--- config.mk ---
export PLATFORM = sky130hd
export DESIGN_NAME = can_mode_ctrl
export DESIGN_NICKNAME = d
export VERILOG_FILES = /design/src/rtl/can_mode_pkg.sv /design/src/rtl/cmc_busy_timer.sv /design/src/rtl/cmc_mode_decode.sv /design/src/rtl/cmc_regfile.sv /design/src/rtl/can_mode_ctrl.sv
export SDC_FILE = /design/constraint.sdc
export NUM_CORES = 1
export LEC_CHECK = 0
export ABC_CLOCK_PERIOD_IN_PS = 3750
export BUFFER_PORTS_ARGS = -buffer_cell sky130_fd_sc_hd__clkbuf_2
export CORE_ASPECT_RATIO = 0.9
export CORE_MARGIN = 3
export CORE_UTILIZATION = 39
export DETAILED_ROUTE_END_ITERATION = 8
export GPL_TIMING_DRIVEN = 0
export PLACE_DENSITY_LB_ADDON = 0.2
export SYNTH_ARGS = -nofsm -noshare
export SYNTH_HDL_FRONTEND = slang
export SYNTH_SLANG_ARGS = --single-unit
--- constraint.sdc ---
create_clock -name clk -period 3.75 [get_ports clk]
set_clock_uncertainty 0.05 [all_clocks]
set_input_delay 0.9375 -clock clk [delete_from_list [all_inputs] [get_ports clk]]
set_output_delay 0.9375 -clock clk [all_outputs]
set_load 0.02 [all_outputs]
--- src/rtl/can_mode_pkg.sv ---
package can_mode_pkg;

   // Register byte offsets
   localparam int unsigned OFS_CTRL = 32'h0;
   localparam int unsigned OFS_MODE = 32'h4;
   localparam int unsigned OFS_STAT = 32'h8;

   // Control register bits
   localparam int unsigned CTRL_SRST = 0;
   localparam int unsigned CTRL_EN   = 1;

   // Mode register bits
   localparam int unsigned MB_SLEEP  = 0;
   localparam int unsigned MB_LBACK  = 1;
   localparam int unsigned MB_SNOOP  = 2;
   localparam int unsigned MB_RESUME = 3;

   // One-hot mode vector
   localparam int unsigned MODE_W = 5;
   typedef enum logic [MODE_W-1:0] {
      MODE_CFG    = 5'b00001,
      MODE_NORMAL = 5'b00010,
      MODE_SLEEP  = 5'b00100,
      MODE_LBACK  = 5'b01000,
      MODE_SNOOP  = 5'b10000
   } mode_e;

endpackage

--- src/rtl/cmc_busy_timer.sv ---
module cmc_busy_timer #(
   parameter int unsigned BUSY_CYCLES = 16
) (
   input  logic clk,
   input  logic rst_n,
   input  logic start,
   output logic busy
);
   localparam int unsigned CNT_W = $clog2(BUSY_CYCLES + 1);
   localparam logic [CNT_W-1:0] CNT_LOAD = CNT_W'(BUSY_CYCLES);

   generate
      if (BUSY_CYCLES < 1) begin : g_bad_len
         $error("cmc_busy_timer: BUSY_CYCLES must be at least 1");
      end
   endgenerate

   logic [CNT_W-1:0] cnt_q;

   always_ff @(posedge clk or negedge rst_n) begin
      if (!rst_n)              cnt_q <= CNT_LOAD;
      else if (start)          cnt_q <= CNT_LOAD;
      else if (cnt_q != '0)    cnt_q <= cnt_q - 1'b1;
   end

   assign busy = (cnt_q != '0);

   AST_BUSY_RANGE: assert property (@(posedge clk) disable iff (!rst_n)
      cnt_q <= CNT_LOAD);
   AST_BUSY_AFTER_START: assert property (@(posedge clk) disable iff (!rst_n)
      start |=> busy);

endmodule

--- src/rtl/cmc_mode_decode.sv ---
module cmc_mode_decode
   import can_mode_pkg::*;
(
   input  logic              clk,
   input  logic              rst_n,
   input  logic              enable,
   input  logic              sel_sleep,
   input  logic              sel_lback,
   input  logic              sel_snoop,
   output logic [MODE_W-1:0] mode_oh
);
   mode_e mode;

   always_comb begin
      if (!enable)        mode = MODE_CFG;
      else if (sel_lback) mode = MODE_LBACK;
      else if (sel_snoop) mode = MODE_SNOOP;
      else if (sel_sleep) mode = MODE_SLEEP;
      else                mode = MODE_NORMAL;
   end

   assign mode_oh = mode;

   AST_MODE_ONEHOT: assert property (@(posedge clk) disable iff (!rst_n)
      $countones(mode_oh) == 1);
   AST_LBACK_WINS: assert property (@(posedge clk) disable iff (!rst_n)
      (enable && sel_lback) |-> mode_oh[3]);

endmodule

--- src/rtl/cmc_regfile.sv ---
module cmc_regfile
   import can_mode_pkg::*;
#(
   parameter int unsigned ADDR_W = 12,
   parameter int unsigned DATA_W = 32
) (
   input  logic              clk,
   input  logic              rst_n,
   input  logic              wr_en,
   input  logic [ADDR_W-1:0] addr,
   input  logic [DATA_W-1:0] wdata,
   input  logic              busy,
   output logic [DATA_W-1:0] rdata,
   output logic              enable,
   output logic              sel_sleep,
   output logic              sel_lback,
   output logic              sel_snoop,
   output logic              resume,
   output logic              soft_rst,
   output logic              restart
);
   logic hit_ctrl, hit_mode, hit_stat;
   logic en_q, en_nxt, restart_q;
   logic sleep_q, lback_q, snoop_q, resume_q;

   assign hit_ctrl = (addr == ADDR_W'(OFS_CTRL));
   assign hit_mode = (addr == ADDR_W'(OFS_MODE));
   assign hit_stat = (addr == ADDR_W'(OFS_STAT));

   assign soft_rst = wr_en && hit_ctrl && wdata[CTRL_SRST];

   always_comb begin
      en_nxt = en_q;
      if (soft_rst)                en_nxt = 1'b0;
      else if (wr_en && hit_ctrl)  en_nxt = wdata[CTRL_EN];
   end

   always_ff @(posedge clk or negedge rst_n) begin
      if (!rst_n) begin
         en_q      <= 1'b0;
         restart_q <= 1'b0;
         sleep_q   <= 1'b0;
         lback_q   <= 1'b0;
         snoop_q   <= 1'b0;
         resume_q  <= 1'b0;
      end else begin
         en_q      <= en_nxt;
         restart_q <= en_q && !en_nxt;
         if (soft_rst) begin
            sleep_q  <= 1'b0;
            lback_q  <= 1'b0;
            snoop_q  <= 1'b0;
            resume_q <= 1'b0;
         end else if (wr_en && hit_mode) begin
            sleep_q  <= wdata[MB_SLEEP];
            resume_q <= wdata[MB_RESUME];
            if (!en_q) begin
               lback_q <= wdata[MB_LBACK];
               snoop_q <= wdata[MB_SNOOP];
            end
         end
      end
   end

   always_comb begin
      rdata = '0;
      if (hit_ctrl) begin
         rdata[CTRL_EN] = en_q;
      end else if (hit_mode) begin
         rdata[MB_SLEEP]  = sleep_q;
         rdata[MB_LBACK]  = lback_q;
         rdata[MB_SNOOP]  = snoop_q;
         rdata[MB_RESUME] = resume_q;
      end else if (hit_stat) begin
         rdata[0] = !en_q;
         rdata[1] = busy;
      end
   end

   assign enable    = en_q;
   assign sel_sleep = sleep_q;
   assign sel_lback = lback_q;
   assign sel_snoop = snoop_q;
   assign resume    = resume_q;
   assign restart   = restart_q;

   AST_PROT_HOLD: assert property (@(posedge clk) disable iff (!rst_n)
      (en_q && !soft_rst) |=> ($stable(lback_q) && $stable(snoop_q)));
   AST_RESTART_FALL: assert property (@(posedge clk) disable iff (!rst_n)
      restart_q |-> (!en_q && $past(en_q)));
   AST_SRST_CLEARS: assert property (@(posedge clk) disable iff (!rst_n)
      soft_rst |=> (!en_q && !lback_q && !snoop_q && !sleep_q));

endmodule

--- src/rtl/can_mode_ctrl.sv ---
module can_mode_ctrl
   import can_mode_pkg::*;
#(
   parameter int unsigned ADDR_W      = 12,
   parameter int unsigned DATA_W      = 32,
   parameter int unsigned BUSY_CYCLES = 16
) (
   input  logic              clk,
   input  logic              rst_n,
   input  logic              psel,
   input  logic              penable,
   input  logic              pwrite,
   input  logic [ADDR_W-1:0] paddr,
   input  logic [DATA_W-1:0] pwdata,
   output logic [DATA_W-1:0] prdata,
   output logic              pready,
   output logic              pslverr,
   output logic [MODE_W-1:0] mode_oh,
   output logic              force_recessive,
   output logic              cfg_wr_permit,
   output logic              resume_req,
   output logic              restart,
   output logic              busy
);
   generate
      if (ADDR_W < 4) begin : g_bad_addr
         $error("can_mode_ctrl: ADDR_W must be at least 4");
      end
      if (DATA_W < 8) begin : g_bad_data
         $error("can_mode_ctrl: DATA_W must be at least 8");
      end
   endgenerate

   logic              wr_en, enable, soft_rst;
   logic              sel_sleep, sel_lback, sel_snoop;
   logic [DATA_W-1:0] reg_rdata;

   assign wr_en   = psel && penable && pwrite;
   assign pready  = 1'b1;
   assign pslverr = 1'b0;
   assign prdata  = psel ? reg_rdata : '0;

   cmc_regfile #(.ADDR_W(ADDR_W), .DATA_W(DATA_W)) i_regs (
      .clk(clk), .rst_n(rst_n), .wr_en(wr_en), .addr(paddr), .wdata(pwdata),
      .busy(busy), .rdata(reg_rdata), .enable(enable),
      .sel_sleep(sel_sleep), .sel_lback(sel_lback), .sel_snoop(sel_snoop),
      .resume(resume_req), .soft_rst(soft_rst), .restart(restart)
   );

   cmc_mode_decode i_decode (
      .clk(clk), .rst_n(rst_n), .enable(enable),
      .sel_sleep(sel_sleep), .sel_lback(sel_lback), .sel_snoop(sel_snoop),
      .mode_oh(mode_oh)
   );

   cmc_busy_timer #(.BUSY_CYCLES(BUSY_CYCLES)) i_busy (
      .clk(clk), .rst_n(rst_n), .start(soft_rst), .busy(busy)
   );

   assign force_recessive = !enable;
   assign cfg_wr_permit   = !enable;

   AST_RECESSIVE_CFG: assert property (@(posedge clk) disable iff (!rst_n)
      force_recessive == mode_oh[0]);
   AST_PERMIT_CFG: assert property (@(posedge clk) disable iff (!rst_n)
      cfg_wr_permit == (mode_oh == MODE_CFG));
   AST_RSVD_READ_ZERO: assert property (@(posedge clk) disable iff (!rst_n)
      (psel && paddr != ADDR_W'(OFS_CTRL) && paddr != ADDR_W'(OFS_MODE)
            && paddr != ADDR_W'(OFS_STAT)) |-> (prdata == '0));

endmodule

==> results_dict.tcl <==
set metrics [dict create \
    status "finished clean" \
    grt_pass1_wl_mm 3.23 \
    arrival_ns 2.07 \
    synth_top_area_cell "dfrtp_1" \
    p_leak_nw 0.740 \
    synth-simple-area-share_pct 30.8 \
    grt_pass1_vias 747 \
    rows 16 \
    grt_usage_pct 13.5 \
    cts_root_buffer "clkbuf_4" \
    die-area_um2 3160 \
    post-cts-setup-buffers 0 \
    drc_errors 0 \
    nets 223 \
    fmax_mhz 327 \
    wl_mm 2.11 \
    yosys_warnings 0 \
    drt_pass1_iterations 4 \
    area_delta_synth_final_pct 34.1 \
    clkTransAtPathRegs_ns 0.07 \
    die_h_um 53.6 \
    synth_top_family_by_area "simple AND/OR/NAND/NOR gates" \
    synthCells 106 \
    cts_buffers 3 \
    avgSynthCellArea_um2 9.27 \
    synth_flop_cell "dfrtp_1" \
    path_max_fanout 4 \
    wire_per_inst_um 10.6 \
    yosys_register_bits 11 \
    synth_fa_ha_area_share_pct 1.27 \
    grt_max_degree 12 \
    p_total_uw 439 \
    synth_edf_count 0 \
    drtIter0Drc 34 \
    clock_latency_ns 0.27 \
    fin_crit_ns 3.05 \
    critPathKind "input port to output pin" \
    maxCapViolCount 0 \
    start_util_pct 43.0 \
    setup_violations 0 \
    post-route-period-util_pct 81.4 \
    hp-class "input port to asynchronous set/reset pin" \
    post_route_cells_drive_above_1_share_pct 45.3 \
    die_x_um 58.9 \
    synth_top_area_share_pct 25.5 \
    ant_nets 0 \
    core_um2 2280 \
    antenna_cells 0 \
    slew_viol_final 0 \
    io_pins 93 \
    synth.mux.area_fraction_pct 1.15 \
    p_per_area_nw_per_um2 333 \
    h-tree-depth 1 \
    gp_congestion 0.781 \
    antenna_found_initial 0 \
    synth-compound-area-share_pct 8.54 \
    required_ns 2.76 \
    ys_top_cells_by_area "dfrtp_1, buf_4, nor4_4" \
    synth_area_um2 982 \
    synth_xor_area_share_pct 1.78 \
    cts.path.max_buffers 2 \
    port_buffers 34 \
    async_flop_share_pct 100 \
    end_kind "output pin" \
    max-vdd-ir-drop_mv 0.364 \
    cts.sinks 11 \
    tritoncts "done" \
    fin_setup_tns_ns 0 \
    rsz0062_at_grt "false" \
    yosysSeqAreaShare_pct 28.2 \
    holdBufCountCts 0 \
    grt_overflow_total 0 \
    setup.worst_path.start_class "input port" \
    cts_resized 0 \
    final-hold-violation-count 0 \
    vias 872 \
    via_per_inst 4.38 \
    yosysUniqueCellTypes 37 \
    detailed_place_hpwl_mm 1.82 \
]
[layout by cell type (no fill, tap or decap), drive strengths merged, types with 2 or more instances in the layout]
cell type and n:
a21oi 3, and2 3, and3 3, and4 2, buf 33, clkbuf 38
conb 30, dfrtp 10, inv 5, nand2 2, nor2 10, nor2b 4
nor3 3, nor4 4, nor4b 3, xnor2 2
[where the power goes]
part	total [mW]	switching [mW]	internal, mW
clock network	0.0819	0.0406	0.0412
registers	0.166	0.0233	0.143
logic	0.191	0.103	0.0876
total	0.439	0.167	0.271
[through the flow]
step	cell area, um^2	instances	utilization (%)	hold WS, ns	setup WS [ns]
3_5_place_dp	1290	195	56.6	0.471	0.676
3_3_place_gp	1290	195	56.6	0.465	0.686
4_1_cts	1320	199	57.7	0.478	0.675
6_report	1320	199	57.7	0.479	0.696
5_1_grt	1320	199	57.7	0.480	0.553
2_1_floorplan	1090	134	-	0.443	0.991
[critical path: stages]
cell	delay, ns
clkbuf_2	0.10
nor4_4	0.34
nand4_1	0.20
nor2b_1	0.19
and2_1	0.14
clkbuf_2	0.16
[final timing paths]
path                       cells after the start                        start  slack [ns]                           to
hold reg to reg                                1  i_busy.cnt_q[4]$_DFFE_PN1P_        0.48  i_busy.cnt_q[4]$_DFFE_PN1P_
min in group clk                               1  i_busy.cnt_q[4]$_DFFE_PN1P_        0.48  i_busy.cnt_q[4]$_DFFE_PN1P_
setup / recovery                               6                     paddr[5]        0.70                    prdata[3]
max in group asynchronous                      1                        rst_n        2.90  i_busy.cnt_q[4]$_DFFE_PN1P_
hold / removal                                 1                        rst_n        0.48  i_busy.cnt_q[2]$_DFFE_PN0P_
setup reg to reg                               6  i_busy.cnt_q[0]$_DFFE_PN0P_        2.18  i_busy.cnt_q[3]$_DFFE_PN0P_
[state kept, by name, summed over array words and instances (netlist names)]
register          flops
i_regs.sel_sleep      1
i_regs.restart        1
i_busy.cnt_q          5
i_regs.resume         1
i_regs.sel_lback      1
i_regs.sel_snoop      1
i_regs.enable         1
[routing by layer]
layer / GRT usage [%] / up-vias / share of wire [%]
met3: 5.52 / 2 / 11
li1: - / 437 / -
met1: 16.5 / 389 / 40
met2: 22.2 / 44 / 48
met4: 3.40 / 0 / 0.85
met5: 0 / - / 0
[cell families (layout without fill, tap and decap cells)]
group,count (synthesis),after routing
xor gates and xnor gates,2,2
muxes,1,1
AOI/OAI and AO/OA,11,11
other,2,30
adders and majority gates,1,1
DFF,11,11
and+or+nand+nor,40,40
buffers and inverters,38,76
[synth_stat cells (2+ instances only)]
cell	count
inv_1	5
nor4_4	3
nor2b_1	4
nand2_1	2
conb_1	2
dfrtp_1	10
nor2_1	10
nor3_1	2
and3_1	3
buf_4	32
xnor2_1	2
nor4b_1	2
a21oi_1	3
and2_1	3
[cell type report]
class / instances / area [um^2]
fillers: 226 / 965
multi-input cells: 85 / 541
flip-flops and latches: 11 / 277
plain buffers: 33 / 251
repair buffers: 34 / 170
well taps: 27 / 33.8
clock buffers: 4 / 26.3
inverters: 5 / 18.8
Note: power is estimated with default switching activity, not from simulation.
